### src/rtl/scl_gen_pkg.sv
package scl_gen_pkg;
    typedef enum logic [1:0] {
        ST_IDLE  = 2'd0,
        ST_SETUP = 2'd1,
        ST_LOW   = 2'd2,
        ST_HIGH  = 2'd3
    } scl_state_e;

    localparam int BASE_CYC  = 20;  // fixed part of one SCL period
    localparam int GATE_STEP = 8;   // internal cycles per gate-count step
    localparam int FB_EXTRA  = 2;   // setup delay = field + FB_EXTRA
    localparam int ADDR_DIV  = 0;   // divider register address
    localparam int ADDR_FB   = 1;   // first-bit setup register address
endpackage

### src/rtl/scl_cfg_regs.sv
module scl_cfg_regs #(
    parameter int ADDR_W = 2,
    parameter int DATA_W = 16,
    parameter int PRE_W  = 3,
    parameter int GATE_W = 6,
    parameter int COMP_W = 4,
    parameter int FB_W   = 4
) (
    input  logic              clk,
    input  logic              rst_n,
    input  logic              wr_en,
    input  logic [ADDR_W-1:0] wr_addr,
    input  logic [DATA_W-1:0] wr_data,
    output logic [PRE_W-1:0]  pre_q,
    output logic [GATE_W-1:0] gate_q,
    output logic [COMP_W-1:0] comp_q,
    output logic [FB_W-1:0]   fb_q
);
    import scl_gen_pkg::*;

    localparam int GATE_LSB = PRE_W;
    localparam int COMP_LSB = PRE_W + GATE_W;

    logic hit_div;
    logic hit_fb;

    assign hit_div = wr_en && (wr_addr == ADDR_W'(ADDR_DIV));
    assign hit_fb  = wr_en && (wr_addr == ADDR_W'(ADDR_FB));

    always_ff @(posedge clk or negedge rst_n) begin
        if (!rst_n) begin
            pre_q  <= '0;
            gate_q <= '0;
            comp_q <= '0;
        end else if (hit_div) begin
            pre_q  <= wr_data[PRE_W-1:0];
            gate_q <= wr_data[GATE_LSB +: GATE_W];
            comp_q <= wr_data[COMP_LSB +: COMP_W];
        end
    end

    always_ff @(posedge clk or negedge rst_n) begin
        if (!rst_n) begin
            fb_q <= '1;
        end else if (hit_fb) begin
            fb_q <= wr_data[FB_W-1:0];
        end
    end
endmodule

### src/rtl/scl_prescale.sv
module scl_prescale #(
    parameter int PRE_W = 3
) (
    input  logic             clk,
    input  logic             rst_n,
    input  logic             run,
    input  logic [PRE_W-1:0] div_sel,
    output logic             tick
);
    generate
        if (PRE_W == 0) begin : g_nodiv
            assign tick = run;
        end else begin : g_div
            logic [PRE_W-1:0] pcnt;
            logic             wrap;

            assign wrap = (pcnt == div_sel);
            assign tick = run && wrap;

            always_ff @(posedge clk or negedge rst_n) begin
                if (!rst_n) begin
                    pcnt <= '0;
                end else if (!run || wrap) begin
                    pcnt <= '0;
                end else begin
                    pcnt <= pcnt + 1'b1;
                end
            end
        end
    endgenerate
endmodule

### src/rtl/scl_phase_fsm.sv
module scl_phase_fsm #(
    parameter int PRE_W  = 3,
    parameter int GATE_W = 6,
    parameter int COMP_W = 4,
    parameter int FB_W   = 4,
    parameter int CNT_W  = 10
) (
    input  logic              clk,
    input  logic              rst_n,
    input  logic              en,
    input  logic              ick_en,
    input  logic [PRE_W-1:0]  pre_q,
    input  logic [GATE_W-1:0] gate_q,
    input  logic [COMP_W-1:0] comp_q,
    input  logic [FB_W-1:0]   fb_q,
    output logic              run,
    output logic [PRE_W-1:0]  pre_sh,
    output logic [GATE_W-1:0] gate_sh,
    output logic              low_start,
    output logic              high_start,
    output logic              fb_done,
    output logic              scl_o
);
    import scl_gen_pkg::*;

    scl_state_e       state, state_nx;
    logic [CNT_W-1:0] cnt;
    logic [CNT_W-1:0] per_len, hi_len, lo_len, fb_len, cur_len;
    logic [COMP_W-1:0] comp_sh;
    logic [FB_W-1:0]   fb_sh;
    logic              last;
    logic              load_div;

    // phase lengths from the shadow copies
    always_comb begin
        per_len = CNT_W'(BASE_CYC) + (CNT_W'(gate_sh) * CNT_W'(GATE_STEP))
                + CNT_W'(comp_sh);
        hi_len  = per_len >> 1;
        lo_len  = per_len - hi_len;
        fb_len  = CNT_W'(fb_sh) + CNT_W'(FB_EXTRA);
    end

    always_comb begin
        unique case (state)
            ST_SETUP: cur_len = fb_len;
            ST_LOW:   cur_len = lo_len;
            ST_HIGH:  cur_len = hi_len;
            default:  cur_len = '1;
        endcase
    end

    assign last = ick_en && (cnt == cur_len - 1'b1);

    // next state
    always_comb begin
        state_nx = state;
        if (!en) begin
            state_nx = ST_IDLE;
        end else begin
            unique case (state)
                ST_IDLE:  state_nx = ST_SETUP;
                ST_SETUP: if (last) state_nx = ST_LOW;
                ST_LOW:   if (last) state_nx = ST_HIGH;
                ST_HIGH:  if (last) state_nx = ST_LOW;
                default:  state_nx = ST_IDLE;
            endcase
        end
    end

    // state register and phase counter
    always_ff @(posedge clk or negedge rst_n) begin
        if (!rst_n) begin
            state <= ST_IDLE;
            cnt   <= '0;
        end else begin
            state <= state_nx;
            if (state_nx != state || state == ST_IDLE) begin
                cnt <= '0;
            end else if (ick_en) begin
                cnt <= cnt + 1'b1;
            end
        end
    end

    // outputs
    always_comb begin
        run        = 1'b0;
        low_start  = 1'b0;
        high_start = 1'b0;
        fb_done    = 1'b0;
        scl_o      = 1'b1;
        unique case (state)
            ST_IDLE: begin
                run = 1'b0;
            end
            ST_SETUP: begin
                run       = 1'b1;
                fb_done   = en && last;
                low_start = en && last;
            end
            ST_LOW: begin
                run        = 1'b1;
                scl_o      = 1'b0;
                high_start = en && last;
            end
            ST_HIGH: begin
                run       = 1'b1;
                low_start = en && last;
            end
            default: run = 1'b0;
        endcase
    end

    // shadow copies: follow while idle, reload at each period boundary
    assign load_div = (state == ST_IDLE) || low_start;

    always_ff @(posedge clk or negedge rst_n) begin
        if (!rst_n) begin
            pre_sh  <= '0;
            gate_sh <= '0;
            comp_sh <= '0;
        end else if (load_div) begin
            pre_sh  <= pre_q;
            gate_sh <= gate_q;
            comp_sh <= comp_q;
        end
    end

    always_ff @(posedge clk or negedge rst_n) begin
        if (!rst_n) begin
            fb_sh <= '1;
        end else if (state == ST_IDLE) begin
            fb_sh <= fb_q;
        end
    end
endmodule

### src/rtl/scl_clkgen.sv
module scl_clkgen #(
    parameter int ADDR_W = 2,
    parameter int DATA_W = 16,
    parameter int PRE_W  = 3,
    parameter int GATE_W = 6,
    parameter int COMP_W = 4,
    parameter int FB_W   = 4
) (
    input  logic              clk,
    input  logic              rst_n,
    input  logic              en,
    input  logic              wr_en,
    input  logic [ADDR_W-1:0] wr_addr,
    input  logic [DATA_W-1:0] wr_data,
    output logic              ick_en,
    output logic              low_start,
    output logic              high_start,
    output logic              fb_done,
    output logic              scl_o
);
    import scl_gen_pkg::*;

    localparam int PER_MAX = BASE_CYC + GATE_STEP * ((1 << GATE_W) - 1)
                           + ((1 << COMP_W) - 1);
    localparam int FB_MAX  = ((1 << FB_W) - 1) + FB_EXTRA;
    localparam int LEN_MAX = (PER_MAX > FB_MAX) ? PER_MAX : FB_MAX;
    localparam int CNT_W   = $clog2(LEN_MAX + 1);

    logic [PRE_W-1:0]  pre_q, pre_sh;
    logic [GATE_W-1:0] gate_q, gate_sh;
    logic [COMP_W-1:0] comp_q;
    logic [FB_W-1:0]   fb_q;
    logic              run;

    scl_cfg_regs #(
        .ADDR_W(ADDR_W), .DATA_W(DATA_W), .PRE_W(PRE_W),
        .GATE_W(GATE_W), .COMP_W(COMP_W), .FB_W(FB_W)
    ) u_regs (
        .clk(clk), .rst_n(rst_n), .wr_en(wr_en), .wr_addr(wr_addr),
        .wr_data(wr_data), .pre_q(pre_q), .gate_q(gate_q),
        .comp_q(comp_q), .fb_q(fb_q)
    );

    scl_prescale #(.PRE_W(PRE_W)) u_pre (
        .clk(clk), .rst_n(rst_n), .run(run), .div_sel(pre_sh), .tick(ick_en)
    );

    scl_phase_fsm #(
        .PRE_W(PRE_W), .GATE_W(GATE_W), .COMP_W(COMP_W),
        .FB_W(FB_W), .CNT_W(CNT_W)
    ) u_fsm (
        .clk(clk), .rst_n(rst_n), .en(en), .ick_en(ick_en),
        .pre_q(pre_q), .gate_q(gate_q), .comp_q(comp_q), .fb_q(fb_q),
        .run(run), .pre_sh(pre_sh), .gate_sh(gate_sh),
        .low_start(low_start), .high_start(high_start),
        .fb_done(fb_done), .scl_o(scl_o)
    );
endmodule

### config.mk
export PLATFORM = sky130hd
export DESIGN_NAME = scl_clkgen
export DESIGN_NICKNAME = d
export VERILOG_FILES = /design/src/rtl/scl_gen_pkg.sv /design/src/rtl/scl_cfg_regs.sv /design/src/rtl/scl_prescale.sv /design/src/rtl/scl_phase_fsm.sv /design/src/rtl/scl_clkgen.sv
export SDC_FILE = /design/constraint.sdc
export NUM_CORES = 1
export LEC_CHECK = 0
export BUFFER_PORTS_ARGS = -buffer_cell sky130_fd_sc_hd__buf_2
export CORE_AREA = 2 2 91 93
export DETAILED_ROUTE_END_ITERATION = 6
export DIE_AREA = 0 0 93 95
export SETUP_SLACK_MARGIN = 0.15
export SYNTH_ARGS = -nofsm -noshare
export SYNTH_HDL_FRONTEND = slang
export SYNTH_SLANG_ARGS = --single-unit
### constraint.sdc
create_clock -name clk -period 6.7 [get_ports clk]
set_input_delay 1.34 -clock clk [delete_from_list [all_inputs] [get_ports clk]]
set_output_delay 1.34 -clock clk [all_outputs]
set_load 0.1 [all_outputs]
# Yosys cells after proc, flatten, opt, wreduce, memory -nomap -nowiden
# Cells that the tools add are included.
# Widths: inputs -> output; s select.
[word_totals]
input_bits = 22
ff_bits = 49
wordCells = 52
output_inout_bits = 5
[op_classes]
n_mux = 13
add_sub_neg = 7
n_reduce_logical = 14
eq_ne = 7
[op_table]
columns = ["cell", "n"]
rows = [
  ["$pmux 10 s3", 1],
  ["$mux 10", 2],
  ["$add 10x1->10 const B", 1],
  ["$add 10x4->10", 1],
  ["$add 5x9->10 const A", 1],
  ["$eq 10x10->1", 1],
  ["$sub 10x1->10 const B", 1],
  ["$sub 10x9->10", 1],
  ["$mux 2", 3],
  ["$pmux 2 s3", 1],
  ["$add 4x2->5 const B", 1],
  ["$logic_and 1x1->1", 5],
  ["$eq 2x1->1 const B", 2],
  ["$eq 2x2->1 const B", 2],
  ["$logic_not 2->1", 2],
  ["$mux 1", 4],
  ["$add 3x1->3 const B", 1],
  ["$eq 3x3->1", 1],
  ["$logic_or 1x1->1", 3],
  ["$mux 3", 1],
  ["$reduce_or 3->1", 1],
  ["$ne 2x2->1", 1],
  ["$pmux 1 s2", 1],
  ["$reduce_bool 2->1", 1],
  ["2 further kinds", 2],
]

# Depth between registers and ports, before layout
# Gate-level depths: netlist (run 1).
[logic_depth]
depth_word = 13
depth_mapped = 18
mapped_depth_nobuf = 16

# Hierarchy
# A second synthesis (run 1) with hierarchy kept.
[unflattened]
cells_unflattened = 338
area_unflattened_um2 = 3429.5
[by_module_without_submodules]
columns = ["module", "n_inst", "seq_area_each_um2", "area_per_inst_um2", "cells_per_inst"]
rows = [
  ["scl_phase_fsm", 1, 730.7, 2606.2, 287],
  ["scl_cfg_regs", 1, 430.4, 659.4, 37],
  ["scl_prescale", 1, 75.1, 163.9, 14],
]

# Least setup slack after synthesis (run 1)
# OpenSTA, ideal clock, no wires.
[synth_path]
path_kind = "flip-flop to output port"
from = "register u_fsm.state[0]"
to = "output fb_done"
arrival_time_ps = 6623
path_slack_ps = -1263
n_path_buf = 1
required_time_ps = 5360
path_stages_with_launch = 8
path_cell_list = "dfrtp_1 buf_1 nor2_2 nor4_1 nand4_1 a211o_1 a2111oi_4 and2_1"
[synth_between]
elab_chain_len = 7
word_cells_on_any_way = 13
cone_classes = "1 x add/sub; 4 x eq/ne; 3 x mux; 5 x reduce/logical"
[synth_lines]
columns = ["item", "line_no", "rtl"]
rows = [
  ["start, declared", "scl_phase_fsm.sv:26", "scl_state_e state, state_nx;"],
  ["start signal, assigned", "scl_phase_fsm.sv:76", "state <= state_nx;"],
  ["$eq 2x1->1 / $eq 2x2->1 (equally long branches)", "scl_phase_fsm.sv:92", "unique case (state)"],
  ["$reduce_or 3->1 (no line)", "n/a", ""],
  ["$pmux 1 s2 *", "scl_phase_fsm.sv:92", ""],
  ["$logic_and 1x1->1 *", "scl_prescale.sv:18", "assign tick = run && wrap;"],
  ["net ick_en", "scl_clkgen.sv:15", "output logic ick_en,"],
  ["$logic_and 1x1->1 *", "scl_phase_fsm.sv:52", "assign last = ick_en && (cnt == cur_len - 1'b1);"],
  ["$logic_and 1x1->1 *", "scl_phase_fsm.sv:98", "fb_done = en && last;"],
  ["$mux 1 *", "scl_phase_fsm.sv:92", ""],
  ["end, declared", "scl_clkgen.sv:18", "output logic fb_done,"],
]
# Mark *: on every way through the listed nets, which the timed path passes. The rest lies on a longest branch.

# Worst setup path after layout (run 1)
[layout_path]
from = "register u_fsm.comp_sh[2]"
to = "output low_start"
[layout_between]
elab_chain_len = 8
[layout_lines]
columns = ["item", "line_no", "rtl"]
rows = [
  ["start, declared", "scl_phase_fsm.sv:29", "logic [COMP_W-1:0] comp_sh;"],
  ["start signal, assigned", "scl_phase_fsm.sv:125", "comp_sh <= comp_q;"],
  ["$add 10x4->10 *", "scl_phase_fsm.sv:37", "+ CNT_W'(comp_sh);"],
  ["$sub 10x9->10", "scl_phase_fsm.sv:39", "lo_len = per_len - hi_len;"],
  ["$pmux 10 s3 *", "scl_phase_fsm.sv:44", "unique case (state)"],
  ["$sub 10x1->10 *", "scl_phase_fsm.sv:52", ""],
  ["$eq 10x10->1 *", "scl_phase_fsm.sv:52", ""],
  ["$logic_and 1x1->1 *", "scl_phase_fsm.sv:52", ""],
  ["$logic_and 1x1->1 *", "scl_phase_fsm.sv:99, scl_phase_fsm.sv:108", ""],
  ["$mux 1 *", "n/a", ""],
  ["end, declared", "scl_clkgen.sv:16", "output logic low_start,"],
]
# Mark *: on every way between the ends. The rest lies on a longest branch, timed or not.

==> impl_metrics.yaml, run 1 <==
timing:
  fin_ws_ns: 0.405
  fin_setup_tns_ns: 0
  finalCritPeriodShare_pct: 94.0
  finalClockSkew_ns: 0.00875
  slew-limit-headroom_pct: 28.5
  min_period_ns: 6.29
  setup_viol: 0
  hold_viol_final: 0
  maxSlewViolCount: 0
  rsz0062_at_grt: "no"
  worst_pin_slew_ns: 1.07
  max_freq_ghz: 0.159
finish:
  fin_nets: 398
  layoutNonFillerInstCount: 469
  most-common-layout-cells: "dfrtp_1 (40), nor2_1 (27), mux2_2 (27)"
  diodes: 0
  design_area_um2: 3940
  final_layout_size_suffix_gt1_share_pct: 30.8
  area_growth_pct: 13.4
  final_common_cell: "dfrtp_1"
synthesis:
  yosysSeqAreaShare_pct: 35.6
  synth_area_um2: 3470
  synth_cells: 341
  synth.avg_cell_area_um2: 10.2
  synth_ff_type: "dfrtp_1"
  async_flop_share_pct: 100
  ys_warn_count: 0
  synth_edf_count: 0
  ys_types: 66
  ys_seq_elements: 49
  syn_nets: 376
placement:
  place_congestion: 0.798
  dp_cells: 457
  placed_area_um2: 3740
  hpwlAfterDp_mm: 5.30
  pre_cts_slack_ns: 0.530
  io_buffers: 23
outcome:
  status: "finished clean"
clocking:
  ctsHoldBuffers: 0
  cts_root_buf: "clkbuf_8"
  cts_tree: "done"
  cts.path.max_buffers: 2
  htreeDepth: 2
  cts.sinks: 49
  clk_pin_slew_ns: 0.09
  numCtsBuffers: 5
  clk_latency_ns: 0.31
flow_run:
  max_cap_viol_count: 0
global_routing:
  grt_max_degree: 50
  grt_pass1_wl_mm: 12.7
  grt_pass1_vias: 2624
  overflow: 0
  antenna_found_initial: 0
  grtUsageTotal_pct: 17.9
setup_path:
  startpoint_type: "flop"
  reg2reg_to: "u_fsm.pre_sh[1]"
  worstSetupStartpoint: "u_fsm.comp_sh[2]"
  critical_path_class: "flop to output pin"
  r2r-start: "u_fsm.comp_sh[2]"
  reg2reg_depth: 14
  crit_fanout: 14
  arrival_ns: 4.95
  rrSetupSlack_ns: 1.54
  cp_data_required_time_ns: 5.36
  endpoint: "low_start"
  critPathCaptureType: "output pin"
routing:
  num_vias: 2649
  drtIter0Drc: 122
  wl_per_cell_um: 15.3
  dr.pass1.iters: 4
  drc: 0
  drt.antenna.violating_nets: 0
  routed_via_density: 5.65
  totalWireLength_mm: 7.19
  wl_met2_mm: 3.48
  m1WireLength_mm: 3.45
  highest_layer: "met4"
  route.met3.wl_um: 141
power_and_ir_drop:
  ir_drop_uv: 162
  leakagePower_nw: 1.62
  p_per_area_nw_per_um2: 326
floorplanning:
  ios: 27
  die_x_um: 93
  die_area_um2: 8840
  die_h_um: 95
  num_rows: 33
  start_util_pct: 43.8
  coreArea_um2: 7930
min_path:
  min_path_type: "flop to flop"
report_power, final:
part / total (mW) / internal [mW] / switching (mW)
clock network: 0.228 / 0.122 / 0.107
registers: 0.421 / 0.354 / 0.0670
logic: 0.635 / 0.307 / 0.328
total: 1.28 / 0.782 / 0.502
what timing repair did:
action,in CTS,in global routing
pin swaps,0,2
endpoints found under the setup margin,1,3
gates resized for setup,1,8
setup buffers,0,4
how the worst min path moves through the flow:
| stage | end | depth (start not counted) | from | slack [ns] |
|---|---|---|---|---|
| after floorplan | u_pre.g_div.pcnt[0] | 1 | u_pre.g_div.pcnt[0] | 0.45 |
| after global placement | u_pre.g_div.pcnt[0] | 1 | u_pre.g_div.pcnt[0] | 0.47 |
| after detailed placement | u_pre.g_div.pcnt[0] | 1 | u_pre.g_div.pcnt[0] | 0.47 |
| after CTS | u_pre.g_div.pcnt[0] | 1 | u_pre.g_div.pcnt[0] | 0.49 |
| after global routing | u_pre.g_div.pcnt[0] | 1 | u_pre.g_div.pcnt[0] | 0.51 |
| final | u_pre.g_div.pcnt[0] | 1 | u_pre.g_div.pcnt[0] | 0.48 |
sequential cells by signal, indices dropped and copies added (netlist names):
signal            count
u_fsm.cnt            10
u_fsm.gate_sh         6
u_regs.gate_q         6
u_fsm.comp_sh         4
u_fsm.fb_sh           4
u_regs.comp_q         4
u_regs.fb_q           4
u_fsm.pre_sh          3
u_pre.g_div.pcnt      3
u_regs.pre_q          3
u_fsm.state           2
per-layer routing:
layer / global-route usage (%) / vias up
li1: - / 1298
met1: 23.8 / 1320
met2: 30.1 / 23
met3: 2.39 / 8
met4: 5.88 / 0
met5: 0 / -
synthesized netlist by cell type (8+ instances only):
master    number  area, µm²
dfrtp_1       41       1030
mux2_2        27        304
nor2_1        27        101
xnor2_1       19        166
nand2_1       16       60.1
xor2_1        16        140
inv_1         13       48.8
ha_1          11        138
mux2_4        10        150
clkbuf_1       9       33.8
nand3_1        9       45.0
a21oi_1        8       40.0
and3_1         8       50.1
dfstp_2        8        210
cells by family (layout without fill, tap and decap cells):
group / after synthesis / count (layout) / share of synthesized area (%)
muxes: 42 / 42 / 14.5
DFF: 49 / 49 / 35.6
buffers and inverters: 27 / 50 / 3.42
xor gates and xnor gates: 35 / 35 / 8.83
adders and majority gates: 15 / 15 / 5.77
AOI/OAI and AO/OA: 62 / 62 / 14.5
and+or+nand+nor: 111 / 111 / 17.4
critical path: stages (launching register included):
cell       delay, ns
dfrtp_4         0.58
fa_2            0.48
xor2_4          0.21
ha_4            0.31
nor2b_1         0.17
nand2_1         0.09
a221oi_2        0.41
o211ai_1        0.26
and3_1          0.25
or3_4           0.36
or4_4           0.56
a2111oi_4       0.46
buf_2           0.51
per-stage QoR:
step | util, % | power, mW | hold slack (ns)
after CTS | 48.7 | 1.25 | 0.487
after global routing | 49.7 | 1.39 | 0.506
final | 49.7 | 1.28 | 0.478
after floorplan | - | 0.909 | 0.447
after detailed placement | 47.2 | 1.02 | 0.474
after global placement | 47.2 | 1.01 | 0.466
final cells by class:
type,count,area [µm²]
repair buffers,29,169
well taps,105,131
clock inverters,2,37.5
fillers,761,3990
clock buffers,6,82.6
multi-input cells,265,2230
inverters,13,48.8
flip-flops and latches,49,1240
Power figures use the tool's default switching activity.
==> inputs of run 2 (changes only) <==
PLACE_DENSITY = 0.69   (was not set)
==> run 2 against run 1 <==
  * Clock power grew 9.2%
  * Highest routed layer unchanged
  * Critical path depth did not move
  * Total power is 1.5% higher
  * Critical path type unchanged
  * Critical endpoint unchanged
  * Combinational power about the same
==> impl_metrics.yaml, run 2 (synthesis gave the netlist of run 1 again) <==
flow_run:
  max_cap_viol_count: 0
min_path:
  min_path_type: "flop to flop"
setup_path:
  crit_chain: "fa_2 > xor2_4 > ha_4 > nor2b_1 > nand2_1 > a221oi_2 > o211ai_1 > and3_1 > or3_4 > or4_4 > a2111oi_4 > buf_2"
  startpoint_type: "flop"
  crit_path_max_incr_delay_ns: 0.56
  arrival_ns: 4.97
  cp_slowest_cell: "or4_4"
  critPathCaptureType: "output pin"
  rrSetupSlack_ns: 1.49
  crit_fanout: 14
  critical_path_class: "flop to output pin"
  cp_data_required_time_ns: 5.36
outcome:
  status: "finished clean"
finish:
  area_growth_pct: 13.4
  final_common_cell: "dfrtp_1"
  layoutNonFillerInstCount: 469
  largest_reg_flops: 10
  diodes: 0
  most-common-layout-cells: "dfrtp_1 (40), nor2_1 (27), mux2_2 (27)"
  final_layout_size_suffix_gt1_share_pct: 30.5
  regMostFlops: "u_fsm.cnt"
  fillers: 735
  reg_top3: "u_fsm.cnt x10, u_fsm.gate_sh x6, u_regs.gate_q x6"
  design_area_um2: 3940
  fin_nets: 398
routing:
  wl_per_cell_um: 14.8
  num_vias: 2634
  dr.pass1.iters: 4
  totalWireLength_mm: 6.94
  routed_via_density: 5.62
  drtIter0Drc: 165
  drt.antenna.violating_nets: 0
  drc: 0
clocking:
  cts.sinks: 49
  cts_root_buf: "clkbuf_8"
  cts_tree: "done"
  ctsHoldBuffers: 0
  cts.path.max_buffers: 2
  clk_pin_slew_ns: 0.09
  htreeDepth: 2
  clk_latency_ns: 0.30
  numCtsBuffers: 5
global_routing:
  overflow: 0
  grtUsageTotal_pct: 17.0
  grt_pass1_vias: 2572
  grt_pass1_wl_mm: 12.1
  antenna_found_initial: 0
  grt_max_degree: 50
floorplanning:
  die_h_um: 95
  ios: 27
  num_rows: 33
  coreArea_um2: 7930
  start_util_pct: 43.8
  die_x_um: 93
  die_area_um2: 8840
power_and_ir_drop:
  totalPowerFinal_mw: 1.30
  p_per_area_nw_per_um2: 331
  ir_drop_uv: 180
  leakagePower_nw: 1.62
timing:
  max_freq_ghz: 0.158
  worst_pin_slew_ns: 1.06
  setup_viol: 0
  maxSlewViolCount: 0
  min_period_ns: 6.31
  rsz0062_at_grt: "no"
  fin_setup_tns_ns: 0
  finalCritPeriodShare_pct: 94.2
  slew-limit-headroom_pct: 29.2
  finalClockSkew_ns: 0.00305
  hold_viol_final: 0
placement:
  place_congestion: 0.882
  placed_area_um2: 3720
  io_buffers: 23
  hpwlAfterDp_mm: 5.15
  dp_cells: 455
## run 2: repair_timing
item | 4_1_cts | 5_1_grt
pin swaps | 0 | 2
buffers inserted | 0 | 6
setup endpoints to repair | 1 | 3
gates resized for setup | 2 | 6
hold endpoints to repair | 0 | 0
## run 2: critical path, delay by kind of cell, from the launching register on
| kind | cells | cell delay (ns) |
|---|---|---|
| AOI/OAI and AO/OA | 3 | 1.14 |
| and+or+nand+nor | 5 | 1.43 |
| xor gates and xnor gates | 1 | 0.20 |
| adders and majority gates | 2 | 0.82 |
| buffers and inverters | 1 | 0.51 |
| DFF | 1 | 0.54 |
## run 2: metal layers
| metal | global-route usage, % | wire, µm | vias to the layer above |
|---|---|---|---|
| met2 | 28.5 | 3390 | 40 |
| li1 | - | - | 1298 |
| met3 | 2.23 | 169 | 7 |
| met1 | 22.8 | 3280 | 1289 |
| met4 | 5.88 | 97 | 0 |
| met5 | 0 | 0 | - |
## run 2: final timing paths
check                                 endpoint  cells after the start                start
setup / recovery                     low_start                     12     u_fsm.comp_sh[2]
hold / removal             u_pre.g_div.pcnt[0]                      1  u_pre.g_div.pcnt[0]
setup reg to reg               u_fsm.pre_sh[0]                     15     u_fsm.comp_sh[2]
hold reg to reg            u_pre.g_div.pcnt[0]                      1  u_pre.g_div.pcnt[0]
max in group asynchronous     u_fsm.comp_sh[2]                      1                rst_n
min in group asynchronous     u_regs.comp_q[3]                      1                rst_n
## run 2: metrics by stage
step | hold WS, ns | util, % | worst slack (ns)
global placement | 0.467 | 47.0 | 0.525
detailed placement | 0.471 | 47.0 | 0.493
floorplan | 0.447 | - | 0.000574
CTS | 0.484 | 48.7 | 0.181
finish | 0.479 | 49.7 | 0.390
global route | 0.517 | 49.7 | 0.144
## run 2: power by group
part	switching [mW]	leakage [nW]	internal [mW]	total, mW
sequential	0.0661	0.596	0.353	0.419
clock	0.100	0.0681	0.148	0.249
combinational	0.328	0.961	0.307	0.635
## run 2: cell type report
cell class / instances / area, µm² / area share [%]
clock buffer: 5 / 68.8 / 1.75
clock inverter: 3 / 65.1 / 1.65
inverter: 13 / 48.8 / 1.24
multi-input combinational: 265 / 2220 / 56.4
sequential: 49 / 1240 / 31.4
tap: 105 / 131 / 3.34
timing repair buffer: 29 / 165 / 4.19
